<file path="src/rtl/scrub_pkg.sv">
package scrub_pkg;
    localparam int CW_W   = 72;
    localparam int DATA_W = 64;
    localparam int SYN_W  = 7;

    typedef logic [CW_W-1:0]   cw_t;
    typedef logic [DATA_W-1:0] word_t;

    typedef enum logic [1:0] {
        ST_IDLE,
        ST_READ,
        ST_FIX
    } scrub_state_e;

    typedef struct packed {
        logic ce;
        logic ue;
        cw_t  fixed;
    } dec_res_t;

    function automatic logic is_pow2(input int p);
        return ((p & (p - 1)) == 0);
    endfunction

    function automatic cw_t secded_encode(input word_t d);
        cw_t cw;
        int  k;
        cw = '0;
        k  = 0;
        for (int p = 1; p < CW_W; p++) begin
            if (!is_pow2(p)) begin
                cw[p] = d[k];
                k++;
            end
        end
        for (int b = 0; b < SYN_W; b++) begin
            logic x;
            x = 1'b0;
            for (int p = 1; p < CW_W; p++) begin
                if (!is_pow2(p) && (((p >> b) & 1) == 1)) x = x ^ cw[p];
            end
            cw[1 << b] = x;
        end
        cw[0] = ^cw[CW_W-1:1];
        return cw;
    endfunction

    function automatic word_t secded_extract(input cw_t cw);
        word_t d;
        int    k;
        d = '0;
        k = 0;
        for (int p = 1; p < CW_W; p++) begin
            if (!is_pow2(p)) begin
                d[k] = cw[p];
                k++;
            end
        end
        return d;
    endfunction
endpackage

</file>
<file path="src/rtl/scrub_secded_dec.sv">
module scrub_secded_dec
    import scrub_pkg::*;
(
    input  cw_t      cw_in,
    output dec_res_t res
);
    logic [SYN_W-1:0] syn;
    logic             par;
    cw_t              repaired;

    always_comb begin
        syn = '0;
        for (int p = 1; p < CW_W; p++) begin
            if (cw_in[p]) syn = syn ^ SYN_W'(p);
        end
        par      = ^cw_in;
        repaired = cw_in;
        res.ce   = 1'b0;
        res.ue   = 1'b0;
        if (par) begin
            if (int'(syn) < CW_W) begin
                res.ce   = 1'b1;
                repaired = cw_in ^ (cw_t'(1) << syn);
            end else begin
                res.ue = 1'b1;
            end
        end else if (syn != '0) begin
            res.ue = 1'b1;
        end
        res.fixed = secded_encode(secded_extract(repaired));
    end
endmodule

</file>
<file path="src/rtl/scrub_pacer.sv">
module scrub_pacer #(
    parameter int GAP_W = 16
) (
    input  logic             clk,
    input  logic             rst,
    input  logic             auto_en,
    input  logic             step_cmd,
    input  logic [GAP_W-1:0] gap,
    output logic             trig
);
    logic [GAP_W-1:0] cnt;

    always_ff @(posedge clk) begin
        if (rst) begin
            cnt <= '0;
        end else if (!auto_en) begin
            cnt <= '0;
        end else if (cnt == '0) begin
            cnt <= (gap == '0) ? '0 : gap - 1'b1;
        end else begin
            cnt <= cnt - 1'b1;
        end
    end

    assign trig = auto_en ? (cnt == '0) : step_cmd;

    // a reload with a gap above one keeps the next cycle free of a trigger
    p_gap_hold_r5: assert property (@(posedge clk) disable iff (rst)
        ($past(!rst) && auto_en && $past(auto_en) && $past(trig)
         && gap > GAP_W'(1) && $stable(gap)) |-> !trig);
endmodule

</file>
<file path="src/rtl/scrub_stats.sv">
module scrub_stats #(
    parameter int ADDR_W = 6,
    parameter int COL_W  = 3,
    parameter int CNT_W  = ADDR_W + 1,
    localparam int ROW_W = ADDR_W - COL_W,
    localparam int RC_W  = COL_W + 1
) (
    input  logic              clk,
    input  logic              rst,
    input  logic              fin,
    input  logic              repaired,
    input  logic [ADDR_W-1:0] addr,
    input  logic [CNT_W-1:0]  thr_sweep,
    input  logic [CNT_W-1:0]  thr_row,
    output logic              done,
    output logic              sweep_ok,
    output logic [CNT_W-1:0]  sweep_out,
    output logic              row_ok,
    output logic [ROW_W-1:0]  row_idx_out,
    output logic [RC_W-1:0]   row_cnt_out
);
    logic [CNT_W-1:0] sweep_acc, sweep_nx;
    logic [RC_W-1:0]  row_acc, row_nx, best_acc, best_base, best_nx;
    logic [ROW_W-1:0] best_row, best_row_base, best_row_nx;
    logic             first_word, last_word, first_col, last_col;

    always_comb begin
        first_word    = (addr == '0);
        last_word     = (addr == '1);
        first_col     = (addr[COL_W-1:0] == '0);
        last_col      = (addr[COL_W-1:0] == '1);
        sweep_nx      = (first_word ? '0 : sweep_acc) + CNT_W'(repaired);
        row_nx        = (first_col ? '0 : row_acc) + RC_W'(repaired);
        best_base     = first_word ? '0 : best_acc;
        best_row_base = first_word ? '0 : best_row;
        best_nx       = best_base;
        best_row_nx   = best_row_base;
        if (last_col && row_nx > best_base) begin
            best_nx     = row_nx;
            best_row_nx = addr[ADDR_W-1:COL_W];
        end
    end

    always_ff @(posedge clk) begin
        if (rst) begin
            sweep_acc   <= '0;
            row_acc     <= '0;
            best_acc    <= '0;
            best_row    <= '0;
            done        <= 1'b0;
            sweep_ok    <= 1'b0;
            sweep_out   <= '0;
            row_ok      <= 1'b0;
            row_idx_out <= '0;
            row_cnt_out <= '0;
        end else begin
            done <= 1'b0;
            if (fin) begin
                sweep_acc <= sweep_nx;
                row_acc   <= row_nx;
                best_acc  <= best_nx;
                best_row  <= best_row_nx;
                if (last_word) begin
                    done        <= 1'b1;
                    sweep_ok    <= (sweep_nx > thr_sweep);
                    sweep_out   <= (sweep_nx > thr_sweep) ? sweep_nx : '0;
                    row_ok      <= (CNT_W'(best_nx) > thr_row);
                    row_idx_out <= (CNT_W'(best_nx) > thr_row) ? best_row_nx : '0;
                    row_cnt_out <= (CNT_W'(best_nx) > thr_row) ? best_nx : '0;
                end
            end
        end
    end

    // no row can hold more repairs than the whole sweep so far
    p_best_le_sweep_r8: assert property (@(posedge clk) disable iff (rst)
        CNT_W'(best_acc) <= sweep_acc);
    // the end-of-sweep strobe lasts a single cycle
    p_done_pulse_r7: assert property (@(posedge clk) disable iff (rst)
        done |=> !done);
endmodule

</file>
<file path="src/rtl/mem_scrubber.sv">
module mem_scrubber
    import scrub_pkg::*;
#(
    parameter int ADDR_W = 6,
    parameter int COL_W  = 3,
    parameter int GAP_W  = 16,
    localparam int CNT_W = ADDR_W + 1,
    localparam int ROW_W = ADDR_W - COL_W,
    localparam int RC_W  = COL_W + 1
) (
    input  logic              clk,
    input  logic              rst,
    input  logic              auto_mode,
    input  logic              step_pulse,
    input  logic [GAP_W-1:0]  step_gap,
    input  logic [CNT_W-1:0]  sweep_min,
    input  logic [CNT_W-1:0]  row_min,
    input  logic              host_busy,
    output logic              mem_req,
    output logic              mem_we,
    output logic [ADDR_W-1:0] mem_addr,
    output logic [71:0]       mem_wdata,
    input  logic              mem_ack,
    input  logic [71:0]       mem_rdata,
    output logic              ue_flag,
    output logic [ADDR_W-1:0] ue_addr,
    output logic              sweep_end,
    output logic              sweep_hit,
    output logic [CNT_W-1:0]  sweep_total,
    output logic              row_hit,
    output logic [ROW_W-1:0]  row_worst,
    output logic [RC_W-1:0]   row_total
);
    scrub_state_e      state;
    logic [ADDR_W-1:0] ptr;
    logic              pend, trig, xfer, fin;
    cw_t               fix_q;
    dec_res_t          dec;

    scrub_pacer #(.GAP_W(GAP_W)) u_pacer (
        .clk      (clk),
        .rst      (rst),
        .auto_en  (auto_mode),
        .step_cmd (step_pulse),
        .gap      (step_gap),
        .trig     (trig)
    );

    scrub_secded_dec u_dec (
        .cw_in (mem_rdata),
        .res   (dec)
    );

    assign mem_req   = (state != ST_IDLE) && !host_busy;
    assign mem_we    = (state == ST_FIX);
    assign mem_addr  = ptr;
    assign mem_wdata = fix_q;
    assign xfer      = mem_req && mem_ack;
    assign fin       = xfer && ((state == ST_FIX) || !dec.ce);

    always_ff @(posedge clk) begin
        if (rst) begin
            state   <= ST_IDLE;
            ptr     <= '0;
            pend    <= 1'b0;
            fix_q   <= '0;
            ue_flag <= 1'b0;
            ue_addr <= '0;
        end else begin
            pend    <= trig || (pend && state != ST_IDLE);
            ue_flag <= 1'b0;
            case (state)
                ST_IDLE: if (pend) state <= ST_READ;
                ST_READ: if (xfer) begin
                    if (dec.ce) begin
                        fix_q <= dec.fixed;
                        state <= ST_FIX;
                    end else begin
                        state   <= ST_IDLE;
                        ue_flag <= dec.ue;
                        if (dec.ue) ue_addr <= ptr;
                    end
                end
                ST_FIX:  if (xfer) state <= ST_IDLE;
                default: state <= ST_IDLE;
            endcase
            if (fin) ptr <= ptr + 1'b1;
        end
    end

    scrub_stats #(.ADDR_W(ADDR_W), .COL_W(COL_W), .CNT_W(CNT_W)) u_stats (
        .clk         (clk),
        .rst         (rst),
        .fin         (fin),
        .repaired    (state == ST_FIX),
        .addr        (ptr),
        .thr_sweep   (sweep_min),
        .thr_row     (row_min),
        .done        (sweep_end),
        .sweep_ok    (sweep_hit),
        .sweep_out   (sweep_total),
        .row_ok      (row_hit),
        .row_idx_out (row_worst),
        .row_cnt_out (row_total)
    );

    // the decoder never calls a word both repairable and lost
    p_flags_excl_r3: assert property (@(posedge clk) disable iff (rst)
        !(dec.ce && dec.ue));
    // a write-back targets the word that was just read
    p_fix_addr_r2: assert property (@(posedge clk) disable iff (rst)
        (state == ST_FIX) |-> $stable(ptr));
    // an uncorrectable report lasts one cycle
    p_ue_pulse_r3: assert property (@(posedge clk) disable iff (rst)
        ue_flag |=> !ue_flag);
    // the sweep ends exactly when the pointer wraps to zero
    p_wrap_r7: assert property (@(posedge clk) disable iff (rst)
        sweep_end |-> (ptr == '0));
endmodule

</file>
<file path="config.mk">
export PLATFORM = sky130hd
export DESIGN_NAME = mem_scrubber
export DESIGN_NICKNAME = d
export VERILOG_FILES = /design/src/rtl/scrub_pkg.sv /design/src/rtl/scrub_secded_dec.sv /design/src/rtl/scrub_pacer.sv /design/src/rtl/scrub_stats.sv /design/src/rtl/mem_scrubber.sv
export SDC_FILE = /design/constraint.sdc
export NUM_CORES = 1
export LEC_CHECK = 0
export ABC_AREA = 1
export ABC_CLOCK_PERIOD_IN_PS = 4900
export BUFFER_PORTS_ARGS = -buffer_cell sky130_fd_sc_hd__buf_2
export CAP_MARGIN = 15
export CORE_MARGIN = 4
export CORE_UTILIZATION = 45
export CTS_BUF_LIST = sky130_fd_sc_hd__clkbuf_4 sky130_fd_sc_hd__clkbuf_8
export CTS_CLUSTER_DIAMETER = 40
export DETAILED_ROUTE_END_ITERATION = 8
export GPL_TIMING_DRIVEN = 0
export PLACE_DENSITY_LB_ADDON = 0.3
export SETUP_SLACK_MARGIN = 0.02
export SLEW_MARGIN = 30
export SYNTH_ARGS = -nofsm -noshare
export SYNTH_HDL_FRONTEND = slang
export SYNTH_SLANG_ARGS = --single-unit
</file>
<file path="constraint.sdc">
create_clock -name clk -period 4.9 [get_ports clk]
set_input_delay 0.49 -clock clk [delete_from_list [all_inputs] [get_ports clk]]
set_output_delay 0.49 -clock clk [all_outputs]
set_load 0.01 [all_outputs]
</file>
==> flow_results.org, run 1 <==
** Yosys
- Netlist cell types :: 45
- By area the synthesized netlist is led by sky130_fd_sc_hd__nand2_1, sky130_fd_sc_hd__dfxtp_1, sky130_fd_sc_hd__inv_1, sky130_fd_sc_hd__nand3_1, sky130_fd_sc_hd__xor2_1.
- The cell area that synthesis handed to floorplanning was 13000 um^2.
- Synthesis warning total :: 0
- Number of instances in the synthesized netlist :: 2278
- Dominant cell type by area after synthesis :: sky130_fd_sc_hd__nand2_1
- Each instance of the synthesized netlist takes up on average 5.70 um^2.
- Of the synthesized area, sequential elements account for 0.214.
- The share of synthesized area in the top cell type comes to 0.265.
- When the netlist entered floorplanning its net count stood at approximately 2400.
- Flop and latch count out of synthesis :: roughly 140

** Floorplan
- During I/O placement, the number of pins put on the boundary was 212.
- The floorplan has 61 rows.
- Core Footprint :: 28100 um^2
- From left edge to right edge, the die measures 178 um.
- The die covers roughly 32000 um^2.
- Starting density of the core :: 0.462
- Measured along the y axis, the die boundary spans 178 um.

** Worst setup path
- Data on the critical path arrives at its endpoint at approximately 4.8 ns.
- Data on the critical path is required at its endpoint by 5.29 ns.
- Worst Setup Start Kind :: register
- For the worst flop-to-flop path, the logic depth is 21.
- Reg-to-reg critical path endpoint :: u_stats.row_cnt_out[0]$_SDFFE_PP0P_
- Launching point of the worst reg2reg path :: mem_addr[0]$_SDFFE_PP0P_
- Setup Crit Path Kind :: register to register
- Crit end category :: register
- Largest driver fanout on the critical path :: 10
- The setup check on the worst reg-to-reg path leaves a slack of 0.49 ns.

** GRT
- The first global-routing pass estimated between 70 and 80 mm of wire.
- The via count of the first global-routing pass came to 13835.
- Entering global routing, the biggest net connects 17 pins.
- Aggregate global-route resource usage :: 0.299
- The initial antenna violation count is 0.
- Total grt overflow :: 0

** Hold path
- Min-Delay Path Class :: input pin to register
- End point of the worst hold path :: pend$_SDFF_PP0_
- Hold path cells :: 3
- Source of the worst hold timing path :: step_pulse

** Pwr
- VDD IR-drop max :: around 0.19 mV
- In this run the power density over the cells is roughly 320 nW/um^2.
- Leakage :: 8.47 nW

** Routing
- Met2 layer wire length in the routed design :: approximately 21 mm
- Wire length the detailed router placed on met1 :: between 20 and 25 mm
- The highest layer touched by signal routing is met4.
- DRC :: 0
- First-pass iteration count of the detailed router :: 6
- DR WL met3 :: 4.23 mm
- Count of vias placed by the detailed router :: ~15000
- For this block, the initial DRC count from the detailed router was about 1400.
- Via density :: ~5.3
- Post-route antenna net violation count :: 0
- DRT Wirelength :: ~48 mm
- After detailed routing, the average wire length per cell comes to roughly 17 um.

** STA
- In this run the tightest slew margin relative to its limit is 0.488.
- For the final database, setup skew stands at 0.0292 ns.
- Worst hold slack :: 0.333 ns
- Of the available clock period, the critical path in the final layout requires 0.899.
- Setup violations remaining at the end of the flow were counted as 0.
- Achievable Freq :: 227 MHz
- The total count of max-transition violations in the final report was 0.
- Setup total negative slack on the finished layout was measured at 0 ns.
- Counting I/O delays and the setup requirement, the final critical path takes around 4.4 ns.
- Measured slew at the worst slew-check pin :: ~0.77 ns
- The number of endpoints with negative hold slack in the final report is 0.
- Unrepaired setup endpoints after global routing :: yes

** Place
- HPWL after detailed placement :: 40.0 mm
- Routability cong. :: 1.00
- Number of I/O port buffers :: ~210

** CTS
- Clock-pin slew reported for the worst setup and hold paths after clock tree synthesis :: around 0.10 ns
- TritonCTS created 17 clock buffers.
- CTS tree :: yes
- The cell sitting at the root of the clock tree is a sky130_fd_sc_hd__clkbuf_8.
- # Post-CTS Setup Buffers :: 0
- TritonCTS sink count :: 139
- Number of H-tree levels :: 4
- Clock network latency to the later pin of the worst-skew pair :: 0.47 ns
- Maximum number of buffers from clock root to sink :: 2

** Cells and area
- Fraction of layout cells with a size suffix above 1 :: 0.155
- The repair_antennas step left the layout with diodes totalling 0.
- End-of-flow core utilization :: 0.531
- Layout-stage area growth over the synthesis result :: 14.9%
- The net count of the finished layout is around 2600.
- Counting the fill cells in the layout gives 3014.

** Outcome
- The run finished with clean final reports.

** Flow run
- Number of violations of the max-capacitance limit :: 0
critical path, cell delays in order (launching register included):
cell and delay [ns]:
sky130_fd_sc_hd__dfxtp_1 0.44, sky130_fd_sc_hd__inv_1 0.10, sky130_fd_sc_hd__ha_1 0.20, sky130_fd_sc_hd__nand2_1 0.16, sky130_fd_sc_hd__nor4_2 0.09, sky130_fd_sc_hd__inv_1 0.18, sky130_fd_sc_hd__clkbuf_1 0.41, sky130_fd_sc_hd__nand2_1 0.13
sky130_fd_sc_hd__ha_1 0.35, sky130_fd_sc_hd__a21oi_1 0.14, sky130_fd_sc_hd__o21ai_0 0.09, sky130_fd_sc_hd__nand3_1 0.14, sky130_fd_sc_hd__clkbuf_1 0.34, sky130_fd_sc_hd__nor2_1 0.07, sky130_fd_sc_hd__a21oi_1 0.28, sky130_fd_sc_hd__ha_1 0.31
sky130_fd_sc_hd__nand4_1 0.08, sky130_fd_sc_hd__nand2_1 0.06, sky130_fd_sc_hd__a211oi_1 0.23, sky130_fd_sc_hd__nand2_1 0.13, sky130_fd_sc_hd__or2_2 0.28, sky130_fd_sc_hd__a21oi_1 0.12
flip-flops by register name (all words and copies together) (netlist names):
name,flops
mem_wdata,72
u_pacer.cnt,16
u_stats.sweep_acc,7
u_stats.sweep_out,7
mem_addr,6
ue_addr,6
u_stats.best_acc,4
u_stats.row_acc,4
u_stats.row_cnt_out,4
u_stats.best_row,3
u_stats.row_idx_out,3
state,2
pend,1
u_stats.done,1
u_stats.row_ok,1
u_stats.sweep_ok,1
ue_flag,1
logic make-up after synthesis:
| logic type | synth area share |
|---|---|
| AND/OR/NAND/NOR | 0.451 |
| buffers and inverters | 0.113 |
| AO/OA/AOI/OAI | 0.0957 |
| XOR/XNOR | 0.102 |
| flip-flops | 0.214 |
| adder cells (fa/ha/maj) | 0.0241 |
report_power, final:
part           switching [mW]  internal [mW]
clock                   0.537          0.461
combinational            1.71          0.797
sequential             0.0604           1.19
total                    2.30           2.45
area by class of cell:
cell class / count / area [um^2] / area share
multi-input combinational: 1773 / 8760 / 0.587
sequential: 139 / 2780 / 0.187
inverter: 309 / 1160 / 0.0781
timing repair buffer: 208 / 1040 / 0.0698
tap: 378 / 473 / 0.0317
buffer: 57 / 298 / 0.0200
clock buffer: 17 / 234 / 0.0157
clock inverter: 14 / 159 / 0.0107
placed cells by master (no fill, tap or decap), drive strengths merged, types with 61 or more instances in the layout:
cell type	Yosys	routed
a21oi	102	102
buf	24	232
dfxtp	139	139
inv	307	314
nand2	956	956
nand3	182	182
nor2	155	155
o21ai	103	103
xnor2	61	61
xor2	81	81
metal layers:
layer | vias up | global-route usage
li1 | 7577 | -
met1 | 6847 | 0.386
met2 | 661 | 0.490
met3 | 131 | 0.0520
met4 | 0 | 0.131
met5 | - | 0
per-stage QoR:
step	instances	instance area (um^2)	power, mW	worst slack [ns]
2_1_floorplan	2278	13000	3.09	1.24
6_report	2895	14900	4.76	0.492
3_3_place_gp	2864	14500	3.67	0.170
5_1_grt	2895	14900	5.09	0.0183
3_5_place_dp	2864	14500	3.73	0.127
4_1_cts	2895	14900	4.71	0.391
repair_timing:
item | 4_1_cts | 5_1_grt
gates resized for setup | 0 | 5
setup endpoints to repair | 0 | 8
endpoints found under the hold margin | 0 | 0
hold buffers | 0 | 0
Yosys cell counts:
master and instances:
sky130_fd_sc_hd__a211oi_1 10, sky130_fd_sc_hd__a21oi_1 102, sky130_fd_sc_hd__a31oi_1 5, sky130_fd_sc_hd__and2_1 1, sky130_fd_sc_hd__buf_1 6, sky130_fd_sc_hd__buf_2 4
sky130_fd_sc_hd__buf_4 7, sky130_fd_sc_hd__buf_6 7, sky130_fd_sc_hd__clkbuf_1 33, sky130_fd_sc_hd__clkinv_1 2, sky130_fd_sc_hd__dfxtp_1 139, sky130_fd_sc_hd__ha_1 25
sky130_fd_sc_hd__inv_1 262, sky130_fd_sc_hd__inv_2 44, sky130_fd_sc_hd__inv_6 1, sky130_fd_sc_hd__nand2_1 916, sky130_fd_sc_hd__nand2_2 32, sky130_fd_sc_hd__nand2_4 8
sky130_fd_sc_hd__nand2b_1 1, sky130_fd_sc_hd__nand3_1 175, sky130_fd_sc_hd__nand3_2 7, sky130_fd_sc_hd__nand3b_1 10, sky130_fd_sc_hd__nand4_1 39, sky130_fd_sc_hd__nand4_2 1
sky130_fd_sc_hd__nor2_1 137, sky130_fd_sc_hd__nor2_2 12, sky130_fd_sc_hd__nor2_4 6, sky130_fd_sc_hd__nor3_1 9, sky130_fd_sc_hd__nor3_2 2, sky130_fd_sc_hd__nor3_4 1
sky130_fd_sc_hd__nor4_1 7, sky130_fd_sc_hd__o211ai_1 11, sky130_fd_sc_hd__o21a_1 1, sky130_fd_sc_hd__o21ai_0 96, sky130_fd_sc_hd__o21ai_1 6, sky130_fd_sc_hd__o21ai_2 1
sky130_fd_sc_hd__o31a_1 1, sky130_fd_sc_hd__o31ai_1 1, sky130_fd_sc_hd__or2_1 3, sky130_fd_sc_hd__or2_2 4, sky130_fd_sc_hd__or3b_2 1, sky130_fd_sc_hd__xnor2_1 55
sky130_fd_sc_hd__xnor2_2 6, sky130_fd_sc_hd__xor2_1 76, sky130_fd_sc_hd__xor2_2 5
worst max path at each step:
| stage | from | end | slack, ns | cells past startpoint |
|---|---|---|---|---|
| final | mem_addr[0]$_SDFFE_PP0P_ | u_stats.row_cnt_out[0]$_SDFFE_PP0P_ | 0.49 | 21 |
| after global routing | mem_rdata[55] | mem_wdata[0]$_SDFFE_PP0P_ | 0.02 | 42 |
| after CTS | mem_addr[0]$_SDFFE_PP0P_ | u_stats.row_cnt_out[0]$_SDFFE_PP0P_ | 0.39 | 21 |
| after detailed placement | mem_rdata[39] | mem_wdata[0]$_SDFFE_PP0P_ | 0.13 | 45 |
| after global placement | mem_rdata[39] | mem_wdata[0]$_SDFFE_PP0P_ | 0.17 | 38 |
| after floorplan | mem_addr[0]$_SDFFE_PP0P_ | u_stats.row_cnt_out[0]$_SDFFE_PP0P_ | 1.24 | 22 |
(Power assumes the default switching activity.)
==> run 2: changes to the inputs <==
--- a/config.mk
+++ b/config.mk
@@ -5,7 +5,6 @@
 export SDC_FILE = /design/constraint.sdc
 export NUM_CORES = 1
 export LEC_CHECK = 0
-export ABC_AREA = 1
 export ABC_CLOCK_PERIOD_IN_PS = 4900
 export BUFFER_PORTS_ARGS = -buffer_cell sky130_fd_sc_hd__buf_2
 export CAP_MARGIN = 15
@@ -15,9 +14,11 @@
 export CTS_CLUSTER_DIAMETER = 40
 export DETAILED_ROUTE_END_ITERATION = 8
 export GPL_TIMING_DRIVEN = 0
+export HOLD_SLACK_MARGIN = 0.08
 export PLACE_DENSITY_LB_ADDON = 0.3
 export SETUP_SLACK_MARGIN = 0.02
 export SLEW_MARGIN = 30
 export SYNTH_ARGS = -nofsm -noshare
 export SYNTH_HDL_FRONTEND = slang
+export SYNTH_HIERARCHICAL = 1
 export SYNTH_SLANG_ARGS = --single-unit
==> run 2 against run 1 <==
  * The run now ends with setup timing left
  * Clock skew fell by 0.010 ns
  * Critical path depth down 3
  * First-iteration DRC count is 52% lower
  * Setup slack got worse by 0.54 ns
  * Wire length down 31%
  * Global-route usage shrank 5.3 points
  * Sequential power increased by 7%
  * Core utilization increased by 1.6 points
  * Via count shrank 36%
  * Critical path type is now input pin to register
==> flow_results.org, run 2 <==
** Cells and area
- Number of flip-flops in the largest register :: 72 (unchanged)
- The area of the multi-input gates came to 7760 um^2 (was 8760 um^2).
- Most used cells in the layout excluding fill and tap cells: sky130_fd_sc_hd__nand2_1, sky130_fd_sc_hd__buf_2, sky130_fd_sc_hd__xnor2_1 (was sky130_fd_sc_hd__nand2_1, sky130_fd_sc_hd__inv_1, sky130_fd_sc_hd__buf_2).
- The combined flip-flop and latch cell area was 2780 um^2 (unchanged).
- The most common library cell in the layout ignoring fill and taps is sky130_fd_sc_hd__nand2_1 (unchanged).
- The net count of the finished layout came to 1624 (was 2638).
- Fraction of layout cells with a size suffix above 1 :: 0.249 (was 0.155)
- The relative area change from synthesis to final layout was 18.6% (was 14.9%).
- Fill cell total of the finished layout :: 2312 (was 3014)

** Routing
- DRC :: 0 (unchanged)
- The routed via count divided by cell count is 5.28 (was 5.26).
- First-pass iteration count of the detailed router :: 7 (was 6)
- Count of vias placed by the detailed router :: 9675 (was 15216)
- The number of nets still failing antenna checks after routing came to 0 (unchanged).
- The routed wire length is 33.4 mm (was 48.3 mm).
- Starting DRC count in detailed routing :: 654 (was 1350)
- The mean routed wirelength per cell came to 18.3 um (was 16.7 um).

** Yosys
- The number of storage elements in the synthesis netlist is 139 (unchanged).
- The netlist area before placement came to 10900 um^2 (was 13000 um^2).
- The number of warnings issued by yosys was 6 (was 0).
- The compound-cell area share of the yosys netlist came to 0.111 (was 0.0957).
- The commonest register cell after synthesis was sky130_fd_sc_hd__dfxtp_1 (unchanged).
- Mux cell area share after synthesis :: 0.0365 (was 0)
- The post-synthesis share of cell area spent on and, or, nand and nor gates was 0.202 (was 0.451).
- Post-synthesis sequential area ratio :: 0.255 (was 0.214)
- Top cells by area in the synthesized netlist: sky130_fd_sc_hd__dfxtp_1, sky130_fd_sc_hd__xnor2_1, sky130_fd_sc_hd__nand2_1, sky130_fd_sc_hd__xor2_1, sky130_fd_sc_hd__a21oi_1 (was sky130_fd_sc_hd__nand2_1, sky130_fd_sc_hd__dfxtp_1, sky130_fd_sc_hd__inv_1, sky130_fd_sc_hd__nand3_1, sky130_fd_sc_hd__xor2_1).
- The cell taking the most area after synthesis is sky130_fd_sc_hd__dfxtp_1 (was sky130_fd_sc_hd__nand2_1).
- The synthesized instance count came to 1272 (was 2278).
- The xor/xnor cell area share of the yosys netlist was 0.325 (was 0.102).
- Leading post-synthesis cells by instance count :: sky130_fd_sc_hd__nand2_1, sky130_fd_sc_hd__xnor2_1, sky130_fd_sc_hd__dfxtp_1 (was sky130_fd_sc_hd__nand2_1, sky130_fd_sc_hd__inv_1, sky130_fd_sc_hd__nand3_1)
- Most common cell in the synthesized netlist :: sky130_fd_sc_hd__nand2_1 (unchanged)
- The count of distinct cell types in the synthesized netlist came to 88 (was 45).
- The area share of fa/ha/maj cells after synthesis was 0.0241 (about the same).
- Count of flip-flops with a built-in enable after synthesis :: 0 (unchanged)
- Average instance area after synthesis :: 8.58 um^2 (was 5.70 um^2)
- Syn_nets :: 1401 (was 2411)
- The main combinational cell family by area after synthesis is XOR/XNOR gates (was simple AND/OR/NAND/NOR gates).
- Top cell type's share of synthesized area :: 0.255 (was 0.265)
- The async set or reset register ratio after synthesis is 0 (unchanged).

** Hold path
- Min-Delay Path Class :: input pin to register (unchanged)

** CTS
- Clock network latency to the later pin of the worst-skew pair :: 0.47 ns (about the same)
- Maximum number of buffers from clock root to sink :: 2 (unchanged)
- The clock tree root buffer cell is sky130_fd_sc_hd__clkbuf_8 (unchanged).
- The clock tree from TritonCTS was yes (unchanged).
- The clock-pin slew on the worst setup and hold paths is 0.10 ns (about the same).
- Number of H-tree levels :: 4 (unchanged)
- Number of clock buffers inserted by TritonCTS :: 17 (unchanged)
- TritonCTS sink count :: 139 (unchanged)

** GRT
- Wire length of the first global-routing pass :: 51.1 mm (was 73.2 mm)
- Antenna violations before repair :: 5 (was 0)
- Total grt overflow :: 0 (unchanged)
- The maximum number of pins on one net before global-route repair came to 17 (unchanged).
- Via count of the first global-routing pass :: 9582 (was 13835)
- The total routing usage reported by global routing came to 0.246 (was 0.299).

** Floorplan
- Die boundary height :: 164 um (was 178 um)
- Core Footprint :: 23700 um^2 (was 28100 um^2)
- The die span in x is 164 um (was 178 um).
- Boundary Pins :: 212 (unchanged)
- The placement row count is 56 (was 61).
- Starting density of the core :: 0.461 (was 0.462)
- Floorplan die area :: 26800 um^2 (was 31600 um^2)

** Worst setup path
- The startpoint type of the worst setup path is an input pin (was register).
- Critical Path Max Stage Delay :: 0.50 ns (was 0.44 ns)
- The standard cell with the maximum stage delay on the critical path was sky130_fd_sc_hd__xnor3_2 (was sky130_fd_sc_hd__dfxtp_1).
- Crit-path cells :: buf_2 -> xnor3_2 -> xor2_2 -> xnor2_1 -> xor2_1 -> nor2_1 -> a22oi_1 -> clkbuf_2 -> nor2_2 -> xnor2_1 -> xor2_1 -> xnor2_1 -> xnor3_1 -> xnor2_1 -> xor2_1 -> xnor3_1 -> nand2_1 -> a21oi_1 (was inv_1 -> ha_1 -> nand2_1 -> nor4_2 -> inv_1 -> clkbuf_1 -> nand2_1 -> ha_1 -> a21oi_1 -> o21ai_0 -> nand3_1 -> clkbuf_1 -> nor2_1 -> a21oi_1 -> ha_1 -> nand4_1 -> nand2_1 -> a211oi_1 -> nand2_1 -> or2_2 -> a21oi_1)
- The gate family responsible for the most delay along the worst path was XOR/XNOR gates (was simple AND/OR/NAND/NOR gates).
- The required time of the critical path is 5.22 ns (was 5.29 ns).
- Buffer and inverter count on the worst path :: 2 (was 4)
- Most used cell along the critical path :: sky130_fd_sc_hd__xnor2_1 (was sky130_fd_sc_hd__nand2_1)
- Largest driver fanout on the critical path :: 10 (unchanged)
- Worst path arrival time :: 5.27 ns (was 4.80 ns)
- The capturing element type of the critical path is a register (unchanged).
- The type of the setup path with the least slack is input pin to register (was register to register).

** Pwr
- The power density over the cells was 584 nW/um^2 (was 319 nW/um^2).
- VDD IR-drop max :: 0.547 mV (was 0.188 mV)
- The sum of internal, switching and leakage power is 7.55 mW (was 4.76 mW).
- The reported leakage power came to 5.29 nW (was 8.47 nW).

** STA
- Worst-case clock skew :: 0.0191 ns (was 0.0292 ns)
- The headroom to the max-slew limit came to 0.489 (was 0.488).
- The final worst setup slack came to -0.0520 ns (was 0.492 ns).
- Setup Viol. Count Final :: 1 (was 0)
- Unrepaired setup endpoints after global routing: yes (unchanged).
- The total count of max-transition violations in the final report came to 0 (unchanged).
- Period minus WS final :: 4.95 ns (was 4.41 ns)
- The transition time at the pin with the least slew margin came to 0.761 ns (was 0.767 ns).
- The number of endpoints with negative hold slack in the final report was 0 (unchanged).
- The highest clock frequency the design can meet came to 202 MHz (was 227 MHz).
- The final clock period utilization by the worst path is 1.01 (was 0.899).

** Outcome
- Outcome :: finished with violations (was finished clean)
- Failing checks :: setup timing

** Place
- The number of port buffers is 205 (was 208).
- The global placer's final weighted congestion was 0.986 (was 1.00).
- Post-place setup slack :: -0.628 ns (was 0.127 ns)
- The total half-perimeter wirelength after legalization and detailed placement was 26.6 mm (was 40.0 mm).

** Flow run
- The max-capacitance violation count came to 0 (unchanged).
run 2: path summary, 6_finish.rpt:
| kind | from | to | slack, ns | depth (start not counted) |
|---|---|---|---|---|
| max reg2reg | mem_addr[0]$_SDFFE_PP0P_ | u_stats/row_cnt_out[3]$_SDFFE_PP0P_ | 0.27 | 20 |
| min | step_gap[0] | u_pacer/cnt[0]$_SDFF_PP0_ | 0.34 | 4 |
| max | mem_rdata[5] | mem_wdata[0]$_SDFFE_PP0P_ | -0.05 | 18 |
| min reg2reg | mem_wdata[32]$_SDFFE_PP0P_ | mem_wdata[32]$_SDFFE_PP0P_ | 0.45 | 2 |
run 2: cell families (layout without fill, tap and decap cells):
kind of cell	Yosys count	after routing
adder cells (fa/ha/maj)	21	21
AO/OA/AOI/OAI	181	181
XOR/XNOR	346	346
AND/OR/NAND/NOR	453	453
multiplexers	35	35
buffers and inverters	97	333
flip-flops	139	139
other	0	4
run 2: layer usage:
layer / track usage / share of wire
met5: 0 / 0.00039
met4: 0.117 / 0.044
met3: 0.0499 / 0.063
met2: 0.415 / 0.48
met1: 0.300 / 0.41
run 2: final cells by class:
type                    instances  area share
multi-input cells            1036       0.600
flip-flops and latches        139       0.215
repair buffers                205      0.0793
well taps                     319      0.0308
plain buffers                  58      0.0285
clock buffers                  17      0.0181
clock inverters                15      0.0165
inverters                      38      0.0110
diodes                          4    0.000774
run 2: power by group:
group          total [mW]  switching (mW)  leakage, nW  internal (mW)
clock                1.09           0.555        0.224          0.532
combinational        5.13            2.91         3.94           2.22
sequential           1.34           0.108         1.12           1.23
total                7.55            3.57         5.29           3.98
run 2: stage by stage:
stage | cell area, um^2 | setup TNS, ns | util | std cells | hold slack, ns
2_1_floorplan | 10900 | 0 | - | 1272 | 0.423
3_3_place_gp | 12300 | -3.20 | 0.521 | 1796 | 0.428
3_5_place_dp | 12300 | -3.11 | 0.521 | 1796 | 0.439
4_1_cts | 12900 | 0 | 0.543 | 1828 | 0.312
5_1_grt | 12900 | -0.0545 | 0.546 | 1830 | 0.338
6_report | 12900 | -0.0520 | 0.546 | 1831 | 0.345
run 2: repair_timing:
| item | CTS | global route |
|---|---|---|
| setup endpoints to repair | 1 | 8 |
| resized for setup | 11 | 10 |
| hold buffers | 0 | 0 |
| setup buffers | 0 | 0 |
run 2: worst min-delay path, cell delays in order:
cell	delay [ns]
sky130_fd_sc_hd__buf_2	0.09
sky130_fd_sc_hd__inv_1	0.06
sky130_fd_sc_hd__nand3_1	0.06
sky130_fd_sc_hd__a21oi_1	0.05
